===== src/rtl/pwdc_pkg.sv =====
package pwdc_pkg;
   typedef enum logic [1:0] {
      DST_PAYLOAD = 2'b00,
      DST_CPU     = 2'b01,
      DST_DROP    = 2'b10
   } dest_e;

   typedef enum logic [2:0] {
      RSN_FWD     = 3'd0,
      RSN_OAM_ID  = 3'd1,
      RSN_DEBUG   = 3'd2,
      RSN_LABELS  = 3'd3,
      RSN_INBAND  = 3'd4,
      RSN_UDP     = 3'd5,
      RSN_UNKNOWN = 3'd6
   } reason_e;

   localparam logic [1:0] SEL_BND = 2'd0;
   localparam logic [1:0] SEL_OAM = 2'd1;
   localparam logic [1:0] SEL_GLB = 2'd2;

   function automatic dest_e pick(input logic drop);
      return drop ? DST_DROP : DST_CPU;
   endfunction
endpackage


===== src/rtl/pwdc_bundle_table.sv =====
module pwdc_bundle_table #(
   parameter int N    = 16,
   parameter int PW_W = 20,
   localparam int AW  = $clog2(N)
) (
   input  logic            clk,
   input  logic            rst_n,
   input  logic            we,
   input  logic [AW-1:0]   waddr,
   input  logic            wvalid,
   input  logic            wdebug,
   input  logic            winband,
   input  logic [PW_W-1:0] wbid,
   input  logic [PW_W-1:0] lk_id,
   output logic            hit,
   output logic            hit_debug,
   output logic            hit_inband
);
   logic [N-1:0]    v_q, dbg_q, ib_q;
   logic [PW_W-1:0] bid_q [N];
   logic [N-1:0]    eq, grant;
   logic [N:0]      below;

   always_ff @(posedge clk) begin
      if (!rst_n) begin
         v_q   <= '0;
         dbg_q <= '0;
         ib_q  <= '0;
         for (int i = 0; i < N; i++) bid_q[i] <= '0;
      end else if (we) begin
         v_q[waddr]   <= wvalid;
         dbg_q[waddr] <= wdebug;
         ib_q[waddr]  <= winband;
         bid_q[waddr] <= wbid;
      end
   end

   assign below[0] = 1'b0;
   for (genvar i = 0; i < N; i++) begin : g_cmp
      assign eq[i]       = v_q[i] && (bid_q[i] == lk_id);
      assign grant[i]    = eq[i] && !below[i];
      assign below[i+1]  = below[i] | eq[i];
   end

   assign hit        = below[N];
   assign hit_debug  = |(grant & dbg_q);
   assign hit_inband = |(grant & ib_q);

   p_grant_onehot_r10: assert property (@(posedge clk) disable iff (!rst_n)
      $onehot0(grant));
   p_hit_grant_r10: assert property (@(posedge clk) disable iff (!rst_n)
      hit |-> ($countones(grant) == 1));
endmodule


===== src/rtl/pwdc_oam_table.sv =====
module pwdc_oam_table #(
   parameter int N    = 32,
   parameter int PW_W = 20,
   localparam int AW  = $clog2(N)
) (
   input  logic            clk,
   input  logic            rst_n,
   input  logic            we,
   input  logic [AW-1:0]   waddr,
   input  logic            wvalid,
   input  logic [PW_W-1:0] wid,
   input  logic [PW_W-1:0] lk_id,
   output logic            hit
);
   logic [N-1:0]    v_q;
   logic [PW_W-1:0] id_q [N];
   logic [N-1:0]    eq;

   always_ff @(posedge clk) begin
      if (!rst_n) begin
         v_q <= '0;
         for (int i = 0; i < N; i++) id_q[i] <= '0;
      end else if (we) begin
         v_q[waddr]  <= wvalid;
         id_q[waddr] <= wid;
      end
   end

   for (genvar i = 0; i < N; i++) begin : g_cmp
      assign eq[i] = v_q[i] && (id_q[i] == lk_id);
   end

   assign hit = |eq;

   p_reset_empty_r2: assert property (@(posedge clk) disable iff (!rst_n)
      $past(!rst_n) |-> (v_q == '0));
endmodule


===== src/rtl/pwdc_rule_chain.sv =====
module pwdc_rule_chain
   import pwdc_pkg::*;
#(
   parameter int PROTO_W   = 16,
   parameter int LBL_W     = 4,
   parameter int LBL_LIMIT = 2
) (
   input  logic               hdr_ok,
   input  logic               oam_hit,
   input  logic               bnd_hit,
   input  logic               bnd_debug,
   input  logic               bnd_inband,
   input  logic               is_udp,
   input  logic [PROTO_W-1:0] udp_proto,
   input  logic               is_mpls,
   input  logic [LBL_W-1:0]   lbl_cnt,
   input  logic               oam_cw,
   input  logic               verify,
   input  logic [PROTO_W-1:0] proto_a,
   input  logic [PROTO_W-1:0] proto_b,
   input  logic               sel_udp,
   input  logic               sel_oam,
   input  logic               sel_lbl,
   output dest_e              dest,
   output reason_e            reason
);
   logic oam_ok, bnd_ok, lbl_bad, ib_seen, udp_bad;

   always_comb begin
      oam_ok  = hdr_ok && oam_hit;
      bnd_ok  = hdr_ok && bnd_hit;
      lbl_bad = is_mpls && (lbl_cnt > LBL_W'(LBL_LIMIT));
      ib_seen = bnd_inband && oam_cw;
      udp_bad = verify && is_udp && (udp_proto != proto_a) && (udp_proto != proto_b);
      dest    = DST_CPU;
      reason  = RSN_UNKNOWN;
      if (oam_ok) begin
         dest = pick(sel_oam);  reason = RSN_OAM_ID;
      end else if (bnd_ok) begin
         if (bnd_debug) begin
            dest = DST_CPU;     reason = RSN_DEBUG;
         end else if (lbl_bad) begin
            dest = pick(sel_lbl); reason = RSN_LABELS;
         end else if (ib_seen) begin
            dest = pick(sel_oam); reason = RSN_INBAND;
         end else if (udp_bad) begin
            dest = pick(sel_udp); reason = RSN_UDP;
         end else begin
            dest = DST_PAYLOAD; reason = RSN_FWD;
         end
      end
   end
endmodule


===== src/rtl/pwdc_classifier.sv =====
module pwdc_classifier
   import pwdc_pkg::*;
#(
   parameter int PW_W      = 20,
   parameter int PROTO_W   = 16,
   parameter int LBL_W     = 4,
   parameter int N_BND     = 16,
   parameter int N_OAM     = 32,
   parameter int LBL_LIMIT = 2,
   localparam int BND_AW   = $clog2(N_BND),
   localparam int OAM_AW   = $clog2(N_OAM),
   localparam int ADDR_W   = (BND_AW > OAM_AW) ? BND_AW : OAM_AW,
   localparam int WD_A     = PW_W + 3,
   localparam int WD_B     = 2 * PROTO_W + 4,
   localparam int WD_W     = (WD_A > WD_B) ? WD_A : WD_B
) (
   input  logic               clk,
   input  logic               rst_n,
   input  logic               cfg_we,
   input  logic [1:0]         cfg_sel,
   input  logic [ADDR_W-1:0]  cfg_addr,
   input  logic [WD_W-1:0]    cfg_wdata,
   input  logic               in_valid,
   input  logic               in_hdr_ok,
   input  logic [PW_W-1:0]    in_pw_id,
   input  logic               in_is_udp,
   input  logic [PROTO_W-1:0] in_udp_proto,
   input  logic               in_is_mpls,
   input  logic [LBL_W-1:0]   in_lbl_cnt,
   input  logic               in_oam_cw,
   output logic               out_valid,
   output logic [1:0]         out_dest,
   output logic [2:0]         out_reason
);
   if (N_BND < 2 || N_BND > 64) begin : g_bad_bnd
      $error("N_BND must lie in 2..64");
   end
   if (N_OAM < 2 || N_OAM > 64) begin : g_bad_oam
      $error("N_OAM must lie in 2..64");
   end
   if (LBL_LIMIT >= (1 << LBL_W)) begin : g_bad_lbl
      $error("LBL_LIMIT does not fit LBL_W");
   end

   logic               bnd_we, oam_we, glb_we;
   logic               bnd_hit, bnd_dbg, bnd_ib, oam_hit;
   logic [PROTO_W-1:0] g_proto_a, g_proto_b;
   logic               g_verify, g_sel_udp, g_sel_oam, g_sel_lbl;
   dest_e              nx_dest;
   reason_e            nx_reason;

   assign bnd_we = cfg_we && (cfg_sel == SEL_BND) && (int'(cfg_addr) < N_BND);
   assign oam_we = cfg_we && (cfg_sel == SEL_OAM) && (int'(cfg_addr) < N_OAM);
   assign glb_we = cfg_we && (cfg_sel == SEL_GLB);

   always_ff @(posedge clk) begin
      if (!rst_n) begin
         g_proto_a <= '0;
         g_proto_b <= '0;
         g_verify  <= 1'b0;
         g_sel_udp <= 1'b0;
         g_sel_oam <= 1'b0;
         g_sel_lbl <= 1'b0;
      end else if (glb_we) begin
         g_proto_a <= cfg_wdata[PROTO_W-1:0];
         g_proto_b <= cfg_wdata[2*PROTO_W-1:PROTO_W];
         g_verify  <= cfg_wdata[2*PROTO_W];
         g_sel_udp <= cfg_wdata[2*PROTO_W+1];
         g_sel_oam <= cfg_wdata[2*PROTO_W+2];
         g_sel_lbl <= cfg_wdata[2*PROTO_W+3];
      end
   end

   pwdc_bundle_table #(.N(N_BND), .PW_W(PW_W)) u_bnd (
      .clk(clk), .rst_n(rst_n), .we(bnd_we),
      .waddr(cfg_addr[BND_AW-1:0]),
      .wvalid(cfg_wdata[PW_W+2]), .wdebug(cfg_wdata[PW_W+1]),
      .winband(cfg_wdata[PW_W]), .wbid(cfg_wdata[PW_W-1:0]),
      .lk_id(in_pw_id),
      .hit(bnd_hit), .hit_debug(bnd_dbg), .hit_inband(bnd_ib)
   );

   pwdc_oam_table #(.N(N_OAM), .PW_W(PW_W)) u_oam (
      .clk(clk), .rst_n(rst_n), .we(oam_we),
      .waddr(cfg_addr[OAM_AW-1:0]),
      .wvalid(cfg_wdata[PW_W]), .wid(cfg_wdata[PW_W-1:0]),
      .lk_id(in_pw_id), .hit(oam_hit)
   );

   pwdc_rule_chain #(.PROTO_W(PROTO_W), .LBL_W(LBL_W), .LBL_LIMIT(LBL_LIMIT)) u_rules (
      .hdr_ok(in_hdr_ok), .oam_hit(oam_hit), .bnd_hit(bnd_hit),
      .bnd_debug(bnd_dbg), .bnd_inband(bnd_ib),
      .is_udp(in_is_udp), .udp_proto(in_udp_proto),
      .is_mpls(in_is_mpls), .lbl_cnt(in_lbl_cnt), .oam_cw(in_oam_cw),
      .verify(g_verify), .proto_a(g_proto_a), .proto_b(g_proto_b),
      .sel_udp(g_sel_udp), .sel_oam(g_sel_oam), .sel_lbl(g_sel_lbl),
      .dest(nx_dest), .reason(nx_reason)
   );

   always_ff @(posedge clk) begin
      if (!rst_n) begin
         out_valid  <= 1'b0;
         out_dest   <= DST_PAYLOAD;
         out_reason <= RSN_FWD;
      end else begin
         out_valid <= in_valid;
         if (in_valid) begin
            out_dest   <= nx_dest;
            out_reason <= nx_reason;
         end
      end
   end

   p_latency_r1: assert property (@(posedge clk) disable iff (!rst_n)
      in_valid |=> out_valid);
   p_idle_r1: assert property (@(posedge clk) disable iff (!rst_n)
      !in_valid |=> !out_valid);
   p_dest_legal_r1: assert property (@(posedge clk) disable iff (!rst_n)
      out_valid |-> (out_dest != 2'b11));
   p_nohdr_unknown_r3: assert property (@(posedge clk) disable iff (!rst_n)
      (in_valid && !in_hdr_ok) |=> (out_reason == RSN_UNKNOWN && out_dest == DST_CPU));
   p_debug_cpu_r5: assert property (@(posedge clk) disable iff (!rst_n)
      (out_valid && out_reason == RSN_DEBUG) |-> (out_dest == DST_CPU));
   p_fwd_reason_r9: assert property (@(posedge clk) disable iff (!rst_n)
      (out_valid && out_dest == DST_PAYLOAD) |-> (out_reason == RSN_FWD));
   p_oam_first_r4: assert property (@(posedge clk) disable iff (!rst_n)
      (in_valid && in_hdr_ok && oam_hit) |=> (out_reason == RSN_OAM_ID));
endmodule


===== config.mk =====
export PLATFORM = sky130hd
export DESIGN_NAME = pwdc_classifier
export DESIGN_NICKNAME = d
export VERILOG_FILES = /design/src/rtl/pwdc_pkg.sv /design/src/rtl/pwdc_bundle_table.sv /design/src/rtl/pwdc_oam_table.sv /design/src/rtl/pwdc_rule_chain.sv /design/src/rtl/pwdc_classifier.sv
export SDC_FILE = /design/constraint.sdc
export NUM_CORES = 2
export LEC_CHECK = 0
export ABC_AREA = 1
export BUFFER_PORTS_ARGS = -buffer_cell sky130_fd_sc_hd__clkbuf_2
export CAP_MARGIN = 10
export CORE_ASPECT_RATIO = 0.9
export CORE_MARGIN = 3
export CORE_UTILIZATION = 50
export CTS_BUF_LIST = sky130_fd_sc_hd__clkbuf_8
export CTS_CLUSTER_DIAMETER = 80
export DETAILED_ROUTE_END_ITERATION = 7
export PLACE_DENSITY = 0.66
export SLEW_MARGIN = 20
export SYNTH_ARGS = -nofsm -noshare
export SYNTH_HDL_FRONTEND = slang
export SYNTH_SLANG_ARGS = --single-unit

===== constraint.sdc =====
create_clock -name clk -period 8.8 [get_ports clk]
set_clock_uncertainty 0.2 [all_clocks]
set_input_delay 0.88 -clock clk [delete_from_list [all_inputs] [get_ports clk]]
set_output_delay 0.88 -clock clk [all_outputs]
set_load 0.005 [all_outputs]

---- Word-level counts from Yosys, hierarchy flattened ----
Memories as Yosys holds them, arrays and structs flattened.
Index checks and enable logic that the tools add are counted.
word-level totals
  flip-flop bits (word level) ............. 122
  memory bits (writable) .................. 960
  input port bits ......................... 91
  output and inout bits ................... 6
  word-level logic and storage cells ...... 223
  memories ................................ 2
memories
  name         depth  bits a word  read ports  clocked after memory_dff  wr ports  RTL line                 RTL
  u_oam.id_q   32     20           32          0                         32        pwdc_oam_table.sv:16     logic [PW_W-1:0] id_q [N];
  u_bnd.bid_q  16     20           16          0                         16        pwdc_bundle_table.sv:20  logic [PW_W-1:0] bid_q [N];
operators by class
  magnitude comparators ................... 6
  equality and inequality tests ........... 52
  multiplexer cells ....................... 36
  bitwise operators ....................... 17
  reductions and logical operators ........ 97
operators with widths
  kind                                                                                 number
  20-bit equality test                                                                 48
  1-bit logical AND                                                                    76
  16-bit bitwise mux                                                                   3
  20-bit 2-to-1 mux                                                                    2
  20-bit OR reduction                                                                  2
  16-bit bitwise AND                                                                   2
  32-bit bitwise mux                                                                   1
  16-bit inequality test                                                               2
  16-bit OR reduction                                                                  2
  32-bit OR reduction                                                                  1
  2-bit 2-to-1 mux                                                                     9
  3-bit 2-to-1 mux                                                                     6
  1-bit logical NOT                                                                    15
  1-bit OR                                                                             15
  1-bit 2-to-1 mux                                                                     11
  5-bit by 6-bit < comparator with 1-bit output, second input constant                 1
  1-bit demux with 5-bit select                                                        1
  5-bit by 1-bit greater-or-equal comparator with 1-bit output, second input constant  1
  4-bit by 5-bit < comparator with 1-bit output, second input constant                 1
  5-bit < comparator, second input constant                                            1
  5-bit 2-to-1 mux                                                                     1
  1-bit demux with 4-bit select                                                        1
  4-bit by 1-bit greater-or-equal comparator with 1-bit output, second input constant  1
  4-bit by 2-bit > comparator with 1-bit output, second input constant                 1
  4 further kinds                                                                      4

---- Depth between registers and ports, before layout ----
An unclocked memory read counts as a cell.
  depth after elaboration ................. 27
  depth in mapped cells ................... 28
  depth with buffers taken out ............ 27

---- Modules after synthesis ----
Synthesis repeated with hierarchy kept, for this count alone.
second synthesis, totals
  cells, all modules ...................... 6324
  area total of the unflattened synthesis .. 54207.0 um2
by module, submodules not included
  module             instances  cells each  area an instance (um2)  seq. area each (um2)
  pwdc_oam_table     1          4013        34017.6                 19859.0
  pwdc_bundle_table  1          1856        17683.2                 10570.1
  pwdc_classifier    1          258         1714.1                  840.8
  pwdc_rule_chain    1          197         792.0                   0.0

---- Worst setup path before layout ----
No wires, ideal clock.
  path kind ............................... input to register
  from .................................... input port cfg_sel[1]
  to ...................................... memory u_bnd.bid_q[12][0], enable pin
  library setup time ...................... 0.436 ns
  data arrival time ....................... 3.749 ns
  data required time ...................... 8.164 ns
  path slack .............................. 4.416 ns
  stages on the path ...................... 3
  path buffers ............................ 0
  path through ............................ nor4_1 inv_1 o31ai_1
RTL lines
  what         RTL line                 RTL
  from (decl)  pwdc_classifier.sv:20    input logic [1:0] cfg_sel,
  to (decl)    pwdc_bundle_table.sv:20

---- Worst setup path after layout ----
  from .................................... input port in_pw_id[19]
  to ...................................... register out_dest[0]
between the ends
  word-level cells in the longest chain between the ends .. 26
  elaborated cells on any way between the ends .. 154
  those cells by class .................... eq/ne (48); mux (5); bitwise (17); reduce/logical (84)
ends and longest elaborated chain
  what                     RTL line                 RTL
  from (decl)              pwdc_classifier.sv:25    input logic [PW_W-1:0] in_pw_id,
  20-bit equality test     pwdc_bundle_table.sv:40  assign eq[i] = v_q[i] && (bid_q[i] == lk_id);
  1-bit logical AND        pwdc_bundle_table.sv:40
  1-bit OR (14 in series)  pwdc_bundle_table.sv:42  assign below[i+1] = below[i] | eq[i];
  1-bit logical NOT        pwdc_bundle_table.sv:41  assign grant[i] = eq[i] && !below[i];
  1-bit logical AND        pwdc_bundle_table.sv:41
  16-bit bitwise AND       pwdc_bundle_table.sv:47  assign hit_inband = |(grant & ib_q);
  16-bit OR reduction      pwdc_bundle_table.sv:47
  1-bit logical AND        pwdc_rule_chain.sv:33    ib_seen = bnd_inband && oam_cw;
  2-bit 2-to-1 mux         pwdc_rule_chain.sv:44    end else if (ib_seen) begin
  2-bit 2-to-1 mux         pwdc_rule_chain.sv:42    end else if (lbl_bad) begin
  2-bit 2-to-1 mux         pwdc_rule_chain.sv:40    if (bnd_debug) begin
  2-bit 2-to-1 mux         pwdc_rule_chain.sv:39    end else if (bnd_ok) begin
  2-bit 2-to-1 mux (*)     pwdc_rule_chain.sv:37    if (oam_ok) begin
  to (signal assigned)     pwdc_classifier.sv:108   out_dest <= nx_dest;
  to (decl)                pwdc_classifier.sv:32    output logic [1:0] out_dest,
Every way passes the cells marked *; elsewhere a longest branch is shown, timed or not.
A chain may end at the register's enable or synchronous reset.

==> results_tabular.tex <==
\begin{tabular}{lr}
\hline
Metric & Value \\
\hline
\multicolumn{2}{l}{\textbf{Clocking}} \\
Cell chosen for the clock root & sky130\_fd\_sc\_hd\_\_clkbuf\_8 \\
Count of H-tree levels built during CTS & 4 \\
Maximum number of buffers from clock root to sink & 3 \\
Number of buffers inserted for hold repair after clock tree synthesis & 0 \\
Number of buffers inserted during clock tree synthesis & about 170 \\
Post-CTS resize count & 0 \\
Post-CTS Setup Repair Bufs & 0 \\
Clock net sink count & 1082 \\
Clock tree from TritonCTS & yes \\
Latest clock arrival within the worst-skew pair & 850 ps \\
Clock slew seen by the registers of the worst setup and hold paths & roughly 60 ps \\
\multicolumn{2}{l}{\textbf{Global routing}} \\
First-pass GRT wire length & 253 mm \\
Peak-usage layer in the global routing report & met2 \\
GRT Total Usage & 33.1\% \\
Met1 GRT Util & between 40\% and 50\% \\
Overall overflow remaining after global route & 0 \\
Initial antenna violation count & 1 \\
GRT met3 Usage & 7.44\% \\
Vias in the first global route & 36900 \\
Met2 Use GR & approximately half \\
Pin count of the biggest net entering global routing & slightly below 100 \\
\multicolumn{2}{l}{\textbf{Critical path}} \\
Cell count of the worst reg-to-reg path & 20 \\
Critical path fanouts, max & 32 \\
Capture point of the worst reg-to-reg path & out\_dest[0]\$\_SDFFE\_PN0P\_ \\
Required time of the worst setup path & 9320 ps \\
Launching element type of the critical path & input pin \\
Arrival @ worst endpoint & 5440 ps \\
Crit end category & flip-flop \\
Worst-case register-to-register setup slack & approximately 5000 ps \\
Class of the most critical setup path & input pin to flip-flop \\
Startpoint of the worst register-to-register path & u\_bnd.bid\_q[0][16]\$\_SDFFCE\_PN0P\_ \\
\multicolumn{2}{l}{\textbf{STA}} \\
Min cycle time layout & slightly below 5000 ps \\
Final hold viol count & 0 \\
Pin slew with the least headroom to its limit & about 1300 ps \\
Setup repair after global routing missed its margin & no \\
Fin. max-slew vios & 0 \\
Worst rel slew slack & between 15 and 20\% \\
Final setup vio count & 0 \\
Portion of the clock cycle consumed by the worst path in the final layout & around 56\% \\
Post-Route Setup TNS & 0 ps \\
Maximum achievable frequency & around 200 MHz \\
\multicolumn{2}{l}{\textbf{Die}} \\
Standard-cell row count & 110 \\
Starting density of the core & between 50\% and 60\% \\
Ports & 97 \\
Die Width & $\sim$340 µm \\
Area inside the core boundary & roughly 100000 µm² \\
Area of the die & approximately 110000 µm² \\
Die outline height & 309 µm \\
\multicolumn{2}{l}{\textbf{Worst hold path}} \\
Instance count along the most critical hold path & 3 \\
Min-Delay Path Class & input pin to flip-flop \\
Launch instance of the worst min-delay path & cfg\_wdata[32] \\
Worst hold endpoint & g\_verify\$\_SDFFE\_PN0P\_ \\
\multicolumn{2}{l}{\textbf{Power}} \\
P\_leak & around 0.021 µW \\
Net switching power & roughly 3000 µW \\
Proportion of power drawn by the clock network & between 30 and 40\% \\
Combinational share of power & a little under a tenth \\
Reg power frac & between 50\% and 60\% \\
Post-layout power & around 11000 µW \\
Pwr per Cell Area & 200 nW/µm² \\
Worst-case vdd ir drop & approximately 150 µV \\
Sw frac & between 20\% and 30\% \\
Internal Pwr Total & just over 8000 µW \\
\multicolumn{2}{l}{\textbf{Cells and area}} \\
Final core utilization & a little under three fifths \\
Final cell area excluding filler cells & $\sim$55000 µm² \\
Share of layout cells above drive strength 1 & under 10\% \\
Total Nets Final & between 5000 and 6000 \\
Signed area change from the synthesized netlist to the final layout & 8.68\% \\
Final-layout fill cell count & just under 9000 \\
\multicolumn{2}{l}{\textbf{Synthesis}} \\
Cell types occupying the most area after synthesis & sky130\_fd\_sc\_hd\_\_edfxtp\_1 56\%, sky130\_fd\_sc\_hd\_\_nor2\_1 8.6\%, sky130\_fd\_sc\_hd\_\_dfxtp\_1 4.8\% \\
Top cell type's share of synthesized area & 56.5\% \\
Netlist Area Pre-Place & approximately 51000 µm² \\
Count of mapped cells out of synthesis & approximately 5000 \\
Flops \& latches, synth & roughly 1100 \\
Post-synthesis average cell area & approximately 10 µm² \\
Seq/Total Area, Yosys & between 60\% and 70\% \\
Number of library cell types mapped by synthesis & 57 \\
Total number of yosys warnings & 0 \\
Post-Synthesis Net Count & slightly above 5000 \\
Yosys top cell by area & sky130\_fd\_sc\_hd\_\_edfxtp\_1 \\
\multicolumn{2}{l}{\textbf{Place}} \\
GP Congestion & around 0.90 \\
Dpl cell area & between 50000 and 60000 µm² \\
Hpwl dp & 96.2 mm \\
Port Buffers & 96 \\
\multicolumn{2}{l}{\textbf{Detailed routing}} \\
First-pass detailed-route iteration total & 6 \\
Number of DRC violations after detailed-routing iteration 0 & 6810 \\
Avg Vias per Cell & 6.23 \\
Routed vias & around 41000 \\
Post-detailed-routing wire length & around 180 mm \\
Routed wirelength normalized by instance count & roughly 27 µm \\
Post-route antenna net violation count & 0 \\
DR DRC count & 0 \\
\multicolumn{2}{l}{\textbf{Run status}} \\
Status & completed \\
\multicolumn{2}{l}{\textbf{Job}} \\
Max-capacitance violation count & 0 \\
\hline
\end{tabular}
[per-layer routing]
metal  up-vias  share of wire (%)  wire length [µm]
met3       508                 15             26100
met1     19500                 38             67900
li1      17400                  -                 -
met2      3152                 43             76800
met5         -                  0                 0
met4         0                4.4              7910
[power by group through the flow]
stage / combinational (µW) / clock [µW] / sequential, µW
after floorplan: 609 / 0 / 6020
after global placement: 989 / 0 / 6060
after detailed placement: 997 / 0 / 6060
after CTS: 1000 / 4110 / 5960
after global routing: 1080 / 4330 / 5980
final: 1040 / 4100 / 5960
[final cells by class]
| type | instances | area [µm²] | area share (%) |
|---|---|---|---|
| Sequential cell | 1082 | 31300 | 56.4 |
| Clock inverter | 130 | 617 | 1.11 |
| Clock buffer | 188 | 2590 | 4.67 |
| Timing Repair Buffer | 187 | 1190 | 2.15 |
| Inverter | 279 | 1100 | 1.99 |
| Antenna cell | 1 | 2.50 | 0.00451 |
| Tap cell | 1344 | 1680 | 3.03 |
| Multi-Input combinational cell | 3288 | 17000 | 30.7 |
[worst max-delay path, cell delays in order]
cell and delay (ps):
sky130_fd_sc_hd__clkbuf_2 80, sky130_fd_sc_hd__buf_4 610, sky130_fd_sc_hd__inv_4 430, sky130_fd_sc_hd__buf_4 410, sky130_fd_sc_hd__nand2_1 130, sky130_fd_sc_hd__nand2_1 60
sky130_fd_sc_hd__nor2_1 90, sky130_fd_sc_hd__nand2_1 70, sky130_fd_sc_hd__nor2_2 170, sky130_fd_sc_hd__nand3_4 170, sky130_fd_sc_hd__nand3_1 110, sky130_fd_sc_hd__o21ai_0 80
sky130_fd_sc_hd__nor2_1 110, sky130_fd_sc_hd__o211ai_1 110, sky130_fd_sc_hd__nor3b_1 390, sky130_fd_sc_hd__nand4_1 160, sky130_fd_sc_hd__nor2_1 390, sky130_fd_sc_hd__nand4_1 160
sky130_fd_sc_hd__nor2_1 250, sky130_fd_sc_hd__nand3_1 150, sky130_fd_sc_hd__nor2_1 150, sky130_fd_sc_hd__nand2_1 70, sky130_fd_sc_hd__nand2_1 70, sky130_fd_sc_hd__a21oi_2 50
[sequential cells by signal (all words and copies together) (netlist names)]
register / cells
g_proto_a: 16
g_proto_b: 16
g_sel_lbl: 1
g_sel_oam: 1
g_sel_udp: 1
g_verify: 1
out_dest: 2
out_reason: 3
out_valid: 1
u_bnd.bid_q: 320
u_bnd.dbg_q: 16
u_bnd.ib_q: 16
u_bnd.v_q: 16
u_oam.id_q: 640
u_oam.v_q: 32
[layout by cell type, fill, tap and decap left out, types with 16 or more instances in the layout]
cell	netlist	final
sky130_fd_sc_hd__a211oi_1	39	39
sky130_fd_sc_hd__a21oi_1	52	52
sky130_fd_sc_hd__a221oi_1	55	55
sky130_fd_sc_hd__a22o_1	53	53
sky130_fd_sc_hd__buf_4	23	94
sky130_fd_sc_hd__clkbuf_2	0	91
sky130_fd_sc_hd__clkbuf_8	0	188
sky130_fd_sc_hd__clkinv_1	1	16
sky130_fd_sc_hd__clkinv_2	0	34
sky130_fd_sc_hd__dfxtp_1	122	122
sky130_fd_sc_hd__edfxtp_1	960	960
sky130_fd_sc_hd__inv_1	256	327
sky130_fd_sc_hd__nand2_1	620	620
sky130_fd_sc_hd__nand3_1	144	143
sky130_fd_sc_hd__nand4_1	70	70
sky130_fd_sc_hd__nor2_1	1175	1175
sky130_fd_sc_hd__nor4_1	117	116
sky130_fd_sc_hd__o2111ai_1	27	27
sky130_fd_sc_hd__o21ai_0	307	298
sky130_fd_sc_hd__o22ai_1	176	176
sky130_fd_sc_hd__xnor2_1	137	137
sky130_fd_sc_hd__xor2_1	206	206
[worst max path at each step]
stage / start / endpoint / slack [ps] / depth (start not counted)
6_report: in_pw_id[19] / out_dest[0]$_SDFFE_PN0P_ / 3880 / 24
5_1_grt: in_pw_id[19] / out_dest[0]$_SDFFE_PN0P_ / 3860 / 24
4_1_cts: in_pw_id[19] / out_dest[0]$_SDFFE_PN0P_ / 4250 / 24
3_5_place_dp: in_pw_id[19] / out_dest[0]$_SDFFE_PN0P_ / 3340 / 24
3_3_place_gp: in_pw_id[19] / out_dest[0]$_SDFFE_PN0P_ / 3370 / 24
2_1_floorplan: cfg_sel[1] / u_bnd.bid_q[12][0]$_SDFFCE_PN0P_ / 4420 / 3
[through the flow]
stage | instances | hold WS, ps | setup slack (ps)
4_1_cts | 6498 | 45.6 | 4250
6_report | 6499 | 104 | 3880
5_1_grt | 6499 | 83.2 | 3860
3_3_place_gp | 6180 | 253 | 3370
3_5_place_dp | 6180 | 255 | 3340
2_1_floorplan | 5046 | 237 | 4420
[cells by family (layout without fill, tap and decap cells)]
family | count (synthesis) | in the layout | synth area share [%]
AO/OA/AOI/OAI | 759 | 759 | 9.37
buffers and inverters | 676 | 784 | 5.60
XOR/XNOR | 343 | 343 | 5.89
AND/OR/NAND/NOR | 2186 | 2186 | 17.9
flip-flops | 1082 | 1082 | 61.3
other | 0 | 1 | 0
[synth_stat cells (all sizes together)]
| cell | number |
|---|---|
| a2111oi | 3 |
| a211o | 2 |
| a211oi | 39 |
| a21boi | 2 |
| a21oi | 54 |
| a221o | 8 |
| a221oi | 55 |
| a22o | 53 |
| and2 | 4 |
| and3 | 4 |
| buf | 142 |
| clkbuf | 255 |
| clkinv | 1 |
| dfxtp | 122 |
| edfxtp | 960 |
| inv | 278 |
| nand2 | 621 |
| nand3 | 153 |
| nand3b | 7 |
| nand4 | 71 |
| nor2 | 1186 |
| nor3 | 8 |
| nor3b | 1 |
| nor4 | 119 |
| nor4b | 2 |
| o2111a | 5 |
| o2111ai | 27 |
| o211ai | 8 |
| o21a | 1 |
| o21ai | 319 |
| o221ai | 4 |
| o22ai | 176 |
| o31a | 1 |
| o31ai | 2 |
| or2 | 8 |
| or4 | 2 |
| xnor2 | 137 |
| xor2 | 206 |
Note: power is estimated with default switching activity, not from simulation.
